==> src/rtl/modexp_pkg.sv <==
package modexp_pkg;

    // Sequencer states: a launch cycle and a wait phase for each product kind.
    typedef enum logic [2:0] {
        ST_IDLE  = 3'd0,
        ST_RGO   = 3'd1,
        ST_RWAIT = 3'd2,
        ST_SGO   = 3'd3,
        ST_SWAIT = 3'd4
    } seq_state_e;

endpackage

==> src/rtl/modexp_mul.sv <==
// Interleaved shift-add modular multiplier: one multiplier bit per cycle,
// most significant first, at most two modulus subtractions per step.
module modexp_mul #(
    parameter int W = 32
) (
    input  logic         clk_i,
    input  logic         rst_ni,
    input  logic         start_i,
    input  logic [W-1:0] x_i,
    input  logic [W-1:0] y_i,
    input  logic [W-1:0] m_i,
    output logic         done_o,
    output logic [W-1:0] prod_o
);

    localparam int CW = $clog2(W);
    localparam int AW = W + 2;

    typedef struct packed {
        logic          busy;
        logic          done;
        logic [CW-1:0] cnt;
        logic [W-1:0]  x;
        logic [W-1:0]  y;
        logic [W-1:0]  m;
        logic [AW-1:0] acc;
    } mul_st_t;

    mul_st_t st_d, st_q;
    logic [AW-1:0] sum0, sum1, sum2, m_ext, y_ext;

    always_comb begin
        m_ext = {2'b00, st_q.m};
        y_ext = {2'b00, st_q.y};
        sum0  = {st_q.acc[AW-2:0], 1'b0} + (st_q.x[W-1] ? y_ext : '0);
        sum1  = (sum0 >= m_ext) ? (sum0 - m_ext) : sum0;
        sum2  = (sum1 >= m_ext) ? (sum1 - m_ext) : sum1;

        st_d      = st_q;
        st_d.done = 1'b0;
        if (start_i && !st_q.busy) begin
            st_d.busy = 1'b1;
            st_d.cnt  = CW'(W - 1);
            st_d.x    = x_i;
            st_d.y    = y_i;
            st_d.m    = m_i;
            st_d.acc  = '0;
        end else if (st_q.busy) begin
            st_d.acc = sum2;
            st_d.x   = {st_q.x[W-2:0], 1'b0};
            if (st_q.cnt == '0) begin
                st_d.busy = 1'b0;
                st_d.done = 1'b1;
            end else begin
                st_d.cnt = st_q.cnt - 1'b1;
            end
        end
    end

    always_ff @(posedge clk_i or negedge rst_ni) begin
        if (!rst_ni) begin
            st_q <= '0;
        end else begin
            st_q <= st_d;
        end
    end

    assign done_o = st_q.done;
    assign prod_o = st_q.acc[W-1:0];

    // the partial product stays reduced between steps.
    assert_acc_below_mod_R8: assert property (@(posedge clk_i) disable iff (!rst_ni)
        st_q.busy |-> (st_q.acc < {2'b00, st_q.m}));

    // the sequencer never relaunches a product in flight.
    assert_no_restart_R2: assert property (@(posedge clk_i) disable iff (!rst_ni)
        st_q.busy |-> !start_i);

    // product completion is a single-cycle pulse.
    assert_mul_done_pulse_R2: assert property (@(posedge clk_i) disable iff (!rst_ni)
        done_o |=> !done_o);

endmodule

==> src/rtl/modexp_seq.sv <==
// Exponent scan control: LSB-first, result product before squaring.
module modexp_seq
    import modexp_pkg::*;
#(
    parameter int W = 32
) (
    input  logic         clk_i,
    input  logic         rst_ni,
    input  logic         start_i,
    input  logic [W-1:0] base_i,
    input  logic [W-1:0] exp_i,
    input  logic [W-1:0] mod_i,
    output logic         mul_start_o,
    output logic [W-1:0] mul_x_o,
    output logic [W-1:0] mul_y_o,
    output logic [W-1:0] mul_m_o,
    input  logic         mul_done_i,
    input  logic [W-1:0] mul_prod_i,
    output logic [W-1:0] result_o,
    output logic         done_o
);

    localparam int CW = $clog2(W);

    typedef struct packed {
        seq_state_e    state;
        logic [W-1:0]  res;
        logic [W-1:0]  sq;
        logic [W-1:0]  e;
        logic [W-1:0]  n;
        logic [CW-1:0] bitc;
        logic [W-1:0]  out;
        logic          done;
    } seq_st_t;

    seq_st_t st_d, st_q;
    logic [W-1:0] e_next;

    always_comb begin
        mul_start_o = (st_q.state == ST_RGO) || (st_q.state == ST_SGO);
        mul_x_o     = (st_q.state == ST_RGO) ? st_q.res : st_q.sq;
        mul_y_o     = st_q.sq;
        mul_m_o     = st_q.n;
        e_next      = st_q.e >> 1;

        st_d      = st_q;
        st_d.done = 1'b0;
        case (st_q.state)
            ST_IDLE: begin
                if (start_i) begin
                    st_d.res   = W'(1);
                    st_d.sq    = base_i;
                    st_d.e     = exp_i;
                    st_d.n     = mod_i;
                    st_d.bitc  = '0;
                    st_d.state = exp_i[0] ? ST_RGO : ST_SGO;
                end
            end
            ST_RGO:   st_d.state = ST_RWAIT;
            ST_RWAIT: begin
                if (mul_done_i) begin
                    st_d.res   = mul_prod_i;
                    st_d.state = ST_SGO;
                end
            end
            ST_SGO:   st_d.state = ST_SWAIT;
            ST_SWAIT: begin
                if (mul_done_i) begin
                    st_d.sq = mul_prod_i;
                    if (st_q.bitc == CW'(W - 1)) begin
                        st_d.state = ST_IDLE;
                        st_d.done  = 1'b1;
                        st_d.out   = st_q.res;
                    end else begin
                        st_d.bitc  = st_q.bitc + 1'b1;
                        st_d.e     = e_next;
                        st_d.state = e_next[0] ? ST_RGO : ST_SGO;
                    end
                end
            end
            default:  st_d.state = ST_IDLE;
        endcase
    end

    always_ff @(posedge clk_i or negedge rst_ni) begin
        if (!rst_ni) begin
            st_q <= '0;
        end else begin
            st_q <= st_d;
        end
    end

    assign result_o = st_q.out;
    assign done_o   = st_q.done;

    // completion is a one-cycle pulse.
    assert_done_pulse_R2: assert property (@(posedge clk_i) disable iff (!rst_ni)
        done_o |=> !done_o);

    // the visible result only moves together with the done pulse.
    assert_result_held_R7: assert property (@(posedge clk_i) disable iff (!rst_ni)
        !done_o |-> $stable(result_o));

    // the running square stays reduced while a job is active.
    assert_square_below_mod_R3: assert property (@(posedge clk_i) disable iff (!rst_ni)
        (st_q.state != ST_IDLE) |-> (st_q.sq < st_q.n));

    // the captured modulus is frozen while a job runs.
    assert_modulus_frozen_R6: assert property (@(posedge clk_i) disable iff (!rst_ni)
        ((st_q.state != ST_IDLE) && ($past(st_q.state) != ST_IDLE)) |-> $stable(st_q.n));

endmodule

==> src/rtl/modexp_rl.sv <==
module modexp_rl #(
    parameter int W = 32
) (
    input  logic         clk_i,
    input  logic         rst_ni,
    input  logic         start_i,
    input  logic [W-1:0] base_i,
    input  logic [W-1:0] exp_i,
    input  logic [W-1:0] mod_i,
    output logic [W-1:0] result_o,
    output logic         done_o
);

    logic         mul_start;
    logic         mul_done;
    logic [W-1:0] mul_x, mul_y, mul_m, mul_prod;

    modexp_seq #(.W(W)) u_seq (
        .clk_i      (clk_i),
        .rst_ni     (rst_ni),
        .start_i    (start_i),
        .base_i     (base_i),
        .exp_i      (exp_i),
        .mod_i      (mod_i),
        .mul_start_o(mul_start),
        .mul_x_o    (mul_x),
        .mul_y_o    (mul_y),
        .mul_m_o    (mul_m),
        .mul_done_i (mul_done),
        .mul_prod_i (mul_prod),
        .result_o   (result_o),
        .done_o     (done_o)
    );

    modexp_mul #(.W(W)) u_mul (
        .clk_i  (clk_i),
        .rst_ni (rst_ni),
        .start_i(mul_start),
        .x_i    (mul_x),
        .y_i    (mul_y),
        .m_i    (mul_m),
        .done_o (mul_done),
        .prod_o (mul_prod)
    );

endmodule

==> config.mk <==
export PLATFORM = sky130hd
export DESIGN_NAME = modexp_rl
export DESIGN_NICKNAME = d
export VERILOG_FILES = /design/src/rtl/modexp_pkg.sv /design/src/rtl/modexp_mul.sv /design/src/rtl/modexp_seq.sv /design/src/rtl/modexp_rl.sv
export SDC_FILE = /design/constraint.sdc
export NUM_CORES = 1
export LEC_CHECK = 0
export BUFFER_PORTS_ARGS = -buffer_cell sky130_fd_sc_hd__buf_2
export CORE_MARGIN = 2
export CORE_UTILIZATION = 44
export DETAILED_ROUTE_END_ITERATION = 6
export PLACE_DENSITY_LB_ADDON = 0.05
export SYNTH_ARGS = -nofsm -noshare
export SYNTH_HDL_FRONTEND = slang
export SYNTH_HIERARCHICAL = 1
export SYNTH_SLANG_ARGS = --single-unit
export TNS_END_PERCENT = 10
==> constraint.sdc <==
create_clock -name clk_i -period 9.3 [get_ports clk_i]
set_input_delay 0.93 -clock clk_i [delete_from_list [all_inputs] [get_ports clk_i]]
set_output_delay 0.93 -clock clk_i [all_outputs]
set_load 0.05 [all_outputs]
======== Word-level counts from Yosys, hierarchy flattened ========
Index checks and enable logic that the tools add are counted.
cells by class
  equality and inequality tests ........... 10
  magnitude comparators ................... 2
  mux-type cells .......................... 28
  $add $sub $neg .......................... 5
  reductions and logical operators ........ 15
operator list
  cell                number
  $mux 136            1
  $mux 33             4
  $pmux 64 s2         1
  $mux 32             3
  $ge 34x32->1        2
  $mux 64             1
  $pmux 32 s2         1
  $mux 39             1
  $mux 38             1
  $mux 37             1
  $mux 35             1
  $add 34x32->34      1
  $mux 34             1
  $sub 34x32->34      1
  $sub 33x32->33      1
  $pmux 3 s5          1
  $reduce_and 3->1    4
  $mux 5              2
  $pmux 5 s2          1
  $eq 3x2->1 const B  2
  $mux 2              3
  $mux 3              2
  $ne 2x1->1 const B  3
  $reduce_bool 2->1   3
  other kinds (14)    18
word-level totals
  flip-flop bits (word level) ............. 305
  input bits .............................. 99
  word-level logic and storage cells ...... 75
  output and inout bits ................... 33

======== Longest topological paths before layout ========
Gate-level depths: netlist of run 1.
  depth after elaboration ................. 8
  gate-level depth with buffers ........... 39
  mapped depth without buffers ............ 34

======== Modules after synthesis ========
The synthesis of run 1 kept the hierarchy.
modules (own cells, without submodules)
  module      cells each  area each (um^2)  instances
  modexp_mul  1,312       11,374.7          1
  modexp_seq  755         8,232.9           1

======== Worst setup path after synthesis of run 1 ========
Ideal clock, no wire load.
  path kind ............................... reg-to-reg
  start ................................... reg u_mul/st_q[129] (netlist bit)
  end ..................................... reg u_mul.st_q (netlist bit u_mul/prod_o[14])
  stages on the path, launching flop included .. 36
  buffers on the path ..................... 5
  data required time ...................... 9.174 ns
  data arrival time ....................... 7.364 ns
  period minus slack after synthesis ...... 7.490 ns
  slack ................................... 1.810 ns
  library setup time ...................... 0.126 ns
  path through ............................ dfrtp_1 > clkbuf_1 > and2_1 > ha_1 > fa_1 > a211oi_1 > o21a_1 > and2_1 > o21ai_0 > xor2_1 > ha_1 > a21oi_1 > o211ai_1 > a211oi_1 > a21oi_2 > o41ai_2 > o31ai_1 > a31oi_1 > nor3b_2 > buf_2 > buf_2 > nand2_1 > o21ai_0 > ha_1 > nor2b_1 > o31a_1 > o31ai_1 > a21oi_1 > a21oi_1 > a21oi_1 > a31oi_1 > nand3_1 > a221o_1 > buf_6 > buf_8 > a221o_1
on the way
  longest elaborated chain between the ends .. 8
  elaborated cells between the ends (all ways) .. 10
  those cells by class .................... add/sub (3); order compare (2); mux (5)
RTL lines
  what                                                   line              text
  start: declaration                                     modexp_mul.sv:29  mul_st_t st_d, st_q;
  start signal: assignment                               modexp_mul.sv:64  st_q <= st_d;
  $mux 32 (*)                                            modexp_mul.sv:35  sum0 = {st_q.acc[AW-2:0], 1'b0} + (st_q.x[W-1] ? y_ext : '0);
  $add 34x32->34 (*)                                     modexp_mul.sv:35
  $sub 34x32->34 / $ge 34x32->1 (equally long branches)  modexp_mul.sv:36  sum1 = (sum0 >= m_ext) ? (sum0 - m_ext) : sum0;
  $mux 34 (*)                                            modexp_mul.sv:36
  $sub 33x32->33 / $ge 34x32->1 (equally long branches)  modexp_mul.sv:37  sum2 = (sum1 >= m_ext) ? (sum1 - m_ext) : sum1;
  $mux 33 (*)                                            modexp_mul.sv:37
  $mux 33 (*)                                            modexp_mul.sv:48  end else if (st_q.busy) begin
  $mux 33 (*)                                            modexp_mul.sv:41  if (start_i && !st_q.busy) begin
Mark *: on every way between the ends. The rest lies on a longest branch, timed or not. The select of a mux whose other input is x is not followed.
A chain may end at the register's enable or synchronous reset.

======== Final worst setup path of run 1 ========
  start ................................... reg u_mul/st_q[129] (netlist bit)
  end ..................................... reg u_mul.st_q (netlist bit u_mul/prod_o[11])
Same word-level chain as after synthesis.

==> metrics.txt, run 1 <==
gp weighted congestion 0.878; synthesized flop and latch total 304; most common cell after layout, fill and taps aside dfrtp_1; Port Buffers 131; area grow syn2layout 7.25%; DP Area 0.0198 mm²; crit-path max FO 29; max incr delay on CP 0.52 ns; Setup crit end u_mul/prod_o[11]; post-route ant nets 0; CTS sink cnt 304; ys async rst share 100%; vias in the first global route 14.3k; GR Util All Layers 22.1%; min Tclk post-route 8.61 ns; Final Hold Vio Count 0; Initial Utilization 44.4%; die height 215 µm; grt met2 use 34.3%; Crit. End Element flip-flop; crit path kind reg -> reg; Top cell by count, worst path a21oi_1; most frequent cells in the layout dfrtp_1 (302), nand2_1 (217), o21ai_0 (143); Root Driver clkbuf_16; Critical R2R Launch u_mul/st_q[129]; Critical-path top delay cell dfrtp_2; clock buffer depth 3; met1 Use GR 32.5%; antenna cells 0; H-Tree Level Count 2; antenna violations before repair 0; max-cap violations 0; final cell count without fillers 2656; RSZ-0062 raised after global routing no; Cells after Synth 2067; number of buffers created by CTS 37; design area 0.0210 mm²; Routed WL per cell 19.2 µm; Worst-path clk slew 0.06 ns; Top Ports 132; Post-CTS Hold Fix Bufs 0; Core Rows 77; WP data arrival 9.01 ns; Tcrit/Tclk final 92.6%; met3 usage 3.17%; clk_skew 0.0122 ns; die footprint 0.0463 mm²; # DRC 0; Post-Syn Area 0.0196 mm²; layout cells sized above 1 19.4%; TritonCTS clock tree built; Vias 14.6k; dpl hpwl 36.7 mm; GRT Max-Usage Layer met2; 1st-iter DRT viols 951; die width 215 µm; Routed WL 51.0 mm; status completed; syn_area_per_cell 9.49 µm²; largest net degree at the start of global routing 120; hold crit path type reg -> reg; worst-skew pair later-pin latency 0.56 ns; Worst R2R Path Depth 37; total grt overflow 0; slew margin rel. 27.9%; EDFF count, synth 0; sequential fraction of the synthesis area 38.8%; YS warnings 6; first-pass GRT wire length 81.5 mm; Stages on worst setup path 37; DRT Pass-1 Iters 5; Fmax 116 MHz; worst hold slack 0.471 ns; Synth Flop Type dfrtp_1; reg2reg setup slack 0.69 ns; Req. time, crit path 9.70 ns; core area 0.0441 mm²; Final Setup Violations 0; CP Launch Point u_mul/st_q[129]; critical path startpoint category flip-flop; Via density 5.51; worst reg2reg endpoint u_mul/prod_o[11]; CP top delay family compound AO/OA/AOI/OAI gates; WP buf/inv 4; Netlist cell types 77; fin. max-slew vios 0; Slew @ Worst Pin 1.07 ns; syn nets 2268; placed cells 2589; Setup TNS 0 ns; Final #Nets 2237
-- worst min-delay path by stage --
stage                     slack (ns)         startpoint  cells after the start         endpoint
final                           0.47  u_seq/mul_m_o[17]                      2  u_mul/m_ext[17]
after global routing            0.51  u_seq/mul_m_o[25]                      2  u_mul/m_ext[25]
after CTS                       0.48  u_seq/mul_m_o[21]                      2  u_mul/m_ext[21]
after detailed placement        0.46  u_seq/mul_m_o[14]                      2  u_mul/m_ext[14]
after global placement          0.46   u_seq/mul_m_o[4]                      2   u_mul/m_ext[4]
after floorplan                 0.44     u_seq/st_q[36]                      1   u_seq/st_q[36]
-- synthesized netlist by cell type (4+ instances only) --
library cell | n | area share [%]
a21oi_1 | 81 | 2.1
o21a_1 | 23 | 0.88
buf_6 | 7 | 0.40
nand2b_1 | 13 | 0.41
nor4_1 | 4 | 0.13
clkbuf_1 | 54 | 1.0
inv_1 | 57 | 1.1
and2_1 | 39 | 1.2
a211oi_1 | 14 | 0.54
a31oi_1 | 71 | 2.3
nor3_1 | 18 | 0.46
buf_1 | 7 | 0.13
a21o_1 | 40 | 1.5
mux2_2 | 123 | 7.1
nor2_1 | 136 | 2.6
o21ai_0 | 143 | 3.7
mux2i_1 | 53 | 2.7
dfrtp_1 | 304 | 39
nand2_1 | 218 | 4.2
o21bai_1 | 7 | 0.27
a21boi_0 | 4 | 0.15
nand3_1 | 92 | 2.3
a221oi_1 | 4 | 0.18
o211ai_1 | 13 | 0.50
o31a_1 | 6 | 0.27
a32o_1 | 4 | 0.20
a22o_1 | 33 | 1.5
mux2_1 | 4 | 0.23
ha_1 | 99 | 6.3
mux2_4 | 29 | 2.2
buf_4 | 135 | 5.2
a32oi_1 | 7 | 0.31
xnor2_1 | 52 | 2.3
nand4_1 | 21 | 0.67
and3_1 | 5 | 0.16
nor2b_1 | 19 | 0.61
buf_2 | 28 | 0.71
o31ai_1 | 8 | 0.31
o21ai_1 | 5 | 0.13
xor2_1 | 30 | 1.3
-- logic make-up (layout without fill, tap and decap cells) --
kind of cell | after synthesis | count (layout) | synth area share (%)
simple gates | 588 | 588 | 13.8
compound gates | 493 | 493 | 16.2
flops | 304 | 304 | 38.8
buf+inv | 289 | 286 | 8.62
mux | 209 | 209 | 12.2
fa+ha+maj | 102 | 102 | 6.62
xor+xnor | 82 | 82 | 3.66
-- repair_timing --
action | CTS | global route
resized for setup | 0 | 1
buffers inserted | 0 | 0
endpoints found under the setup margin | 0 | 9
-- metal layers --
| metal | wire, µm | vias up |
|---|---|---|
| met1 | 25300 | 7041 |
| met4 | 1040 | 0 |
| met2 | 22400 | 354 |
| met5 | 0 | - |
| met3 | 2180 | 59 |
| li1 | - | 7186 |
-- metrics by stage --
step	util [%]	worst slack, ns
after floorplan	-	1.81
after global placement	44.9	0.829
after detailed placement	44.9	0.635
after CTS	47.7	0.626
after global routing	47.7	0.121
final	47.7	0.687
-- sequential cells by signal, indices dropped and copies added (netlist names), 31 cells and up --
| signal | flops |
|---|---|
| u_seq/e_next | 31 |
| u_mul/prod_o | 32 |
| u_seq/st_q | 40 |
| u_seq/mul_m_o | 32 |
| u_seq/result_o | 32 |
| u_seq/mul_y_o | 32 |
| u_mul/st_q | 71 |
| u_mul/m_ext | 32 |
-- worst min-delay path: cells and delay by family, from the launching register on --
kind               cells  cell delay [ns]
AOI/OAI and AO/OA      1             0.05
DFF                    1             0.33
and+or+nand+nor        1             0.04
-- area by class of cell --
class / instances / area [µm²]
clock inverters: 14 / 130
well taps: 592 / 741
fillers: 4317 / 23100
repair buffers: 162 / 911
clock buffers: 53 / 1080
inverters: 57 / 214
multi-input cells: 1474 / 10300
flip-flops and latches: 304 / 7610
Power of run 1 is left out: the tool's default activity adds up to more than one toggle a clock period on the data nets, which glitch-free logic cannot reach.
==> run 2: changes to the inputs <==
- ABC_AREA: default -> 1
==> run 2 against run 1 <==
  * Global-route usage grew 5.2 points
  * Sequential share of layout area shrank 2.6 points
  * Register-to-register slack gained 0.45 ns
  * Fmax grew 5.5%
  * Area after synthesis grew 8.4%
  * Wire length grew 33%
==> metrics.txt, run 2 <==
WP data arrival 8.67 ns (-0.34 ns); most frequent cells in the layout nand2_1 (1233), inv_1 (346), dfrtp_1 (303); Slew @ Worst Pin 1.15 ns (+0.0807 ns); min Tclk post-route 8.16 ns (-0.448 ns); post-route ant nets 0 (unchanged); Top Ports 132 (unchanged); YS warnings 6 (unchanged); Tcrit/Tclk final 87.8% (-4.8 points); slew margin rel. 23.0% (-4.9 points); die height 224 µm (+4.1%); Seq pwr share 46.0%; worst reg2reg endpoint u_mul/prod_o[19]; Req. time, crit path 9.80 ns (+0.10 ns); Crit. End Element flip-flop; H-Tree Level Count 2 (unchanged); TritonCTS clock tree built; Worst R2R Path Depth 39 (+5.4%); sw frac 22.7%; DRT Pass-1 Iters 5 (unchanged); Port Buffers 131 (unchanged); vias in the first global route 18.8k (+31%); crit path kind reg -> reg; antenna cells 0 (unchanged); largest registers u_mul/st_q: 71 flops, u_seq/st_q: 40 flops; Largest register FFs 71 (unchanged); GR Util All Layers 27.3% (+5.2 points); pre-CTS setup slack 1.35 ns (+0.712 ns); Synth Flop Type dfrtp_1; area grow syn2layout 6.53%; number of buffers created by CTS 38 (+2.7%); max-cap violations 0 (unchanged); most flop-heavy register u_mul/st_q; Post-Syn Area 0.0213 mm² (+8.4%); reg2reg setup slack 1.14 ns (+0.45 ns); Critical-path top delay cell dfrtp_1; Routed WL per cell 18.2 µm (-5.3%); Cells after Synth 3136 (+52%); Synth top area share 35.8% (-3.0 points); gp weighted congestion 0.954 (+8.6%); hold crit path type in -> async; Worst-path clk slew 0.06 ns (about the same); max incr delay on CP 0.85 ns (+0.33 ns); CTS sink cnt 304 (unchanged); Top cell by count, worst path nand2_1; critical path startpoint category flip-flop; Core Rows 80 (+3.9%); RSZ-0062 raised after global routing no; Static Leak 13.6 nW; Initial Utilization 44.5% (+0.097 points); antenna violations before repair 1 (+1); most common cell after layout, fill and taps aside nand2_1; grt met2 use 44.5% (+10 points); Via density 5.21 (-5.4%); syn nets 3337 (+47%); status completed; Critical R2R Launch u_mul/st_q[129]; core area 0.0477 mm² (+8.2%); Root Driver clkbuf_16; EDFF count, synth 0 (unchanged); CP top delay family simple AND/OR/NAND/NOR gates; top post-synthesis cells by count nand2_1 (1235), inv_1 (346), dfrtp_1 (304); first-pass GRT wire length 106 mm (+31%); WP buf/inv 5 (+1); Final #Nets 3287 (+47%); met3 usage 4.51% (+1.3 points); Routed WL 67.7 mm (+33%); total grt overflow 0 (unchanged); dpl hpwl 51.3 mm (+40%); Setup TNS 0 ns (unchanged); synthesized flop and latch total 304 (unchanged); ys async rst share 100% (unchanged); most common cell in the netlist nand2_1; layout cells sized above 1 7.87% (-12 points); Post-CTS Hold Fix Bufs 0 (unchanged); largest net degree at the start of global routing 150 (+25%); cts repair resizes 0 (unchanged); clk_skew 0.0233 ns (+0.0110 ns); Final Setup Violations 0 (unchanged); die footprint 0.0501 mm² (+8.3%); 1st-iter DRT viols 1398 (+47%); maximum VDD drop 0.130 mV; CP Launch Point u_mul/st_q[129]; die width 224 µm (+4.1%); sequential fraction of the synthesis area 35.8% (-3.0 points); Comb pwr share 2.5%; clock buffer depth 3 (unchanged); synth top area cells dfrtp_1 (36%), nand2_1 (22%), inv_1 (6.1%); Pwr Density 127 mW/mm²; worst-skew pair later-pin latency 0.57 ns (about the same); Fmax 122 MHz (+5.5%); # DRC 0 (unchanged); fin. max-slew vios 0 (unchanged); Vias 19.4k (+33%); met1 Use GR 37.1% (+4.7 points); Synth area leader dfrtp_1; final worst slack 1.14 ns (+0.448 ns); Final Hold Vio Count 0 (unchanged); clock power share 51.5%; GRT Max-Usage Layer met2; syn_area_per_cell 6.78 µm² (-29%); Net Switching 652 µW; Power Internal 2.22 mW; crit-path max FO 33 (+14%); Netlist cell types 46 (-40%); Post-CTS Setup Bufs 0 (unchanged)
-- run 2: cell count changes after synthesis, moves of 28 or more --
cell	before	now
a21o_1	40	6
a22o_1	33	0
a31oi_1	71	7
and2_1	39	3
inv_1	57	346
mux2_2	123	0
mux2_4	29	0
mux2i_1	53	0
nand2_1	218	1235
nand3_1	92	221
nand4_1	21	49
o21ai_0	143	193
-- run 2: worst max path at each step --
stage,slack (ns),depth (start not counted),endpoint
floorplan,3.44,37,u_mul/prod_o[0]
global placement,1.45,35,u_mul/prod_o[26]
detailed placement,1.35,39,u_mul/prod_o[19]
CTS,1.32,39,u_mul/prod_o[19]
global route,0.38,36,u_mul/prod_o[18]
finish,1.14,39,u_mul/prod_o[19]
-- run 2: worst register-to-register path: cells and delay by family (launching register included) --
| kind | cells | cell delay (ns) |
|---|---|---|
| buffers and inverters | 5 | 0.69 |
| adder cells (fa/ha/maj) | 4 | 1.11 |
| AO/OA/AOI/OAI | 7 | 2.17 |
| flip-flops | 1 | 0.85 |
| AND/OR/NAND/NOR | 23 | 3.31 |
-- run 2: stage by stage --
| step | hold slack (ns) | cell area, µm² | util, % | cells | total power [mW] |
|---|---|---|---|---|---|
| detailed placement | 0.465 | 21400 | 44.9 | 3661 | 1.42 |
| CTS | 0.374 | 22700 | 47.4 | 3729 | 2.92 |
| global placement | 0.463 | 21400 | 44.9 | 3661 | 1.42 |
| floorplan | 0.449 | 21300 | - | 3136 | 1.37 |
| finish | 0.327 | 22700 | 47.4 | 3729 | 2.87 |
| global route | 0.378 | 22700 | 47.4 | 3729 | 2.98 |
-- run 2: per-layer routing --
metal	vias up	part of all wire (%)
met2	541	46
met5	-	0
met3	103	5.3
li1	9658	-
met1	9142	46
met4	0	3.1
-- run 2: logic make-up (layout without fill, tap and decap cells) --
logic type,after synthesis,count (layout),synth area share (%)
AND/OR/NAND/NOR,1699,1699,32.7
XOR/XNOR,76,76,3.13
buffers and inverters,595,573,13.2
flip-flops,304,304,35.8
AO/OA/AOI/OAI,360,360,9.09
adder cells (fa/ha/maj),102,102,6.11
-- run 2: power groups by stage --
stage	clock network, mW	registers [mW]	logic, mW
floorplan	0	1.35	0.0181
global placement	0	1.35	0.0751
detailed placement	0	1.35	0.0756
CTS	1.52	1.32	0.0757
global route	1.57	1.32	0.0840
finish	1.48	1.32	0.0724
-- run 2: area by class of cell --
type	instances	area, µm²
fill	5028	25100
multi-input combinational	2237	10900
sequential	304	7610
inverter	353	1330
clock buffer	60	1140
timing repair buffer	152	836
tap	615	769
clock inverter	8	85.1
Power figures use the tool's default switching activity.
==> run 3: changes to the inputs <==
- CELL_PAD_IN_SITES_DETAIL_PLACEMENT: default -> 0
- CELL_PAD_IN_SITES_GLOBAL_PLACEMENT: default -> 1
- CORE_MARGIN: 2 -> 4
- SYNTH_HIERARCHICAL: 1 -> default
==> run 3 against run 2 <==
  * Wire length fell by 9.8%
  * Cell area fell by 2.9%
  * Count of clock-buffer cells in the layout fell by 10
  * Total power rose by 0.18%
  * Die area fell by 2.8%
  * Clock power barely moved
  * Clock skew fell by 0.0086 ns
  * Area after synthesis fell by 6.4%
  * Via count fell by 7.1%
  * Global-route usage fell by 2.4 points
  * Sequential power barely moved
  * Largest cell class unchanged
==> metrics.txt, run 3 <==
status completed; GRT Max-Usage Layer met2; Port Buffers 131 (unchanged); Initial Utilization 44.8% (+0.25 points); TritonCTS clock tree built; Netlist cell types 49 (+6.5%); most common cell after layout, fill and taps aside nand2_1; Req. time, crit path 9.79 ns (about the same); first-pass GRT wire length 96.4 mm (-9.4%); ys async rst share 100% (unchanged); crit-path max FO 36 (+9.1%); Multi-input gate area 0.0102 mm² (-6.2%); Seq pwr share 46.7% (+0.7 points); Crit. End Element flip-flop; layout cells sized above 1 8.11% (+0.25 points); # DRC 0 (unchanged); worst-skew pair later-pin latency 0.56 ns (about the same); Post-Syn Area 0.0199 mm² (-6.4%); Static Leak 12.6 nW (-7.8%); most common cell in the netlist nand2_1; met1 Use GR 36.4% (-0.72 points); Worst R2R Path Depth 39 (unchanged); Cells after Synth 2760 (-12%); core area 0.0444 mm² (-7.0%); Setup TNS 0 ns (unchanged); die width 221 µm (-1.4%); slew margin rel. 22.0% (-1.0 points); Top Ports 132 (unchanged); Slew @ Worst Pin 1.17 ns (+0.0150 ns); Final #Nets 3011 (-8.4%); Comb pwr share 2.8% (+0.3 points); antenna cells 0 (unchanged); max incr delay on CP 0.90 ns (+0.05 ns); met3 usage 2.91% (-1.6 points); GR Util All Layers 24.9% (-2.4 points); sw frac 22.3% (-0.35 points); Net Switching 643 µW (-1.4%); Final Setup Violations 0 (unchanged); cts repair resizes 0 (unchanged); Worst-path clk slew 0.05 ns (about the same); vias in the first global route 17.3k (-8.1%); Synth top area share 38.2% (+2.5 points); Power Internal 2.24 mW (+0.64%); syn_area_per_cell 7.21 µm² (+6.3%); Post-CTS Setup Bufs 0 (unchanged); Synth area leader dfrtp_1; most frequent cells in the layout nand2_1 (787), inv_1 (368), dfrtp_1 (304); clock power share 50.5% (-1.0 points); die height 221 µm (-1.4%); syn nets 2961 (-11%); Routed WL 61.1 mm (-9.8%); sequential fraction of the synthesis area 38.2% (+2.5 points); die footprint 0.0487 mm² (-2.8%); WP data arrival 9.01 ns (+0.34 ns); Critical-path top delay cell dfrtp_1; critical path startpoint category flip-flop; Largest register FFs 71 (unchanged); 1st-iter DRT viols 1406 (+0.57%); most flop-heavy register u_mul.st_q; hold crit path type in -> async; layout filler cell count 4495 (-11%); Pwr Density 131 mW/mm² (+3.2%); dpl hpwl 47.4 mm (-7.6%); CTS sink cnt 304 (unchanged); Final Hold Vio Count 0 (unchanged); maximum VDD drop 0.133 mV (+2.0%); antenna violations before repair 0 (-1); post-route ant nets 0 (unchanged); clk_skew 0.0146 ns (-0.00863 ns); register area 0.00761 mm² (about the same); Vias 18.1k (-7.1%); clock buffer depth 3 (unchanged); EDFF count, synth 0 (unchanged); number of buffers created by CTS 37 (-2.6%); Core Util, Final 49.5% (+2.1 points); max-cap violations 0 (unchanged); placed cells 3363 (-8.1%); worst hold slack 0.401 ns (+0.0738 ns); Tcrit/Tclk final 91.6% (+3.8 points); gp weighted congestion 0.961 (+0.77%); synthesized flop and latch total 304 (unchanged); total grt overflow 0 (unchanged); DRT Pass-1 Iters 6 (+1); final cell count without fillers 3427 (-8.1%); Via density 5.27 (+1.1%); Tot Pwr 2.88 mW (+0.18%); Routed WL per cell 17.8 µm (-1.8%); crit path kind reg -> reg; Top cell by count, worst path nand2_1; grt met2 use 39.6% (-5.0 points); fin. max-slew vios 0 (unchanged); min Tclk post-route 8.52 ns (+0.358 ns); largest registers u_mul.st_q: 71 flops, u_seq.st_q: 40 flops; top post-synthesis cells by count nand2_1 (788), inv_1 (368), dfrtp_1 (304); RSZ-0062 raised after global routing no; Post-CTS Hold Fix Bufs 0 (unchanged); YS warnings 0 (-6); H-Tree Level Count 2 (unchanged); area grow syn2layout 10.6%; Synth Flop Type dfrtp_1; synth top area cells dfrtp_1 (38%), nand2_1 (15%), inv_1 (6.9%); largest net degree at the start of global routing 147 (-2.0%); Fmax 117 MHz (-4.2%); Root Driver clkbuf_16; Core Rows 77 (-3.8%)
-- run 3: cell type report --
type | instances | area share, %
clock buffer | 50 | 4.71
clock inverter | 14 | 0.813
inverter | 378 | 6.45
multi-input combinational | 1941 | 46.4
sequential | 304 | 34.6
tap | 592 | 3.37
timing repair buffer | 148 | 3.66
-- run 3: worst paths after layout --
check / startpoint / end / slack (ns)
worst max register to register: u_mul.st_q[129] / u_mul.prod_o[28] / 0.78
worst min register to register: u_mul.st_q[66] / u_mul.st_q[66] / 0.47
worst max-delay path: u_mul.st_q[129] / u_mul.prod_o[28] / 0.78
worst min-delay path: rst_ni / u_seq.result_o[10] / 0.40
min in group clk_i: u_mul.st_q[66] / u_mul.st_q[66] / 0.47
max in group asynchronous: rst_ni / u_seq.e_next[12] / 7.52
-- run 3: cells by family (layout without fill, tap and decap cells) --
| group | Yosys count | count (layout) | synth area share [%] |
|---|---|---|---|
| and+or+nand+nor | 1205 | 1205 | 25.1 |
| AOI/OAI and AO/OA | 560 | 560 | 16.3 |
| buffers and inverters | 515 | 590 | 10.6 |
| DFF | 304 | 304 | 38.2 |
| adders and majority gates | 102 | 102 | 6.53 |
| xor gates and xnor gates | 74 | 74 | 3.26 |
-- run 3: power by group through the flow --
stage / combinational [mW] / sequential (mW) / clock [mW]
2_1_floorplan: 0.0257 / 1.37 / 0
3_3_place_gp: 0.0830 / 1.37 / 0
3_5_place_dp: 0.0841 / 1.37 / 0
4_1_cts: 0.0846 / 1.34 / 1.49
5_1_grt: 0.0951 / 1.35 / 1.55
6_report: 0.0819 / 1.34 / 1.45
-- run 3: per-stage QoR --
step	cell area (µm²)	setup WS [ns]
finish	22000	0.777
global placement	20800	1.14
floorplan	19900	3.47
CTS	22000	0.936
detailed placement	20800	1.00
global route	22000	0.115
-- run 3: critical path: cells and delay by family, from the launching register on --
family,cells,cell delay [ns]
buf+inv,4,0.37
fa+ha+maj,4,1.03
simple gates,23,3.76
flops,1,0.90
xor+xnor,1,0.36
compound gates,7,1.95
-- run 3: metal layers --
layer / vias up / wire, µm
met5: - / 0
met4: 0 / 1370
met3: 74 / 2590
met2: 395 / 27400
met1: 8546 / 29700
li1: 9048 / -
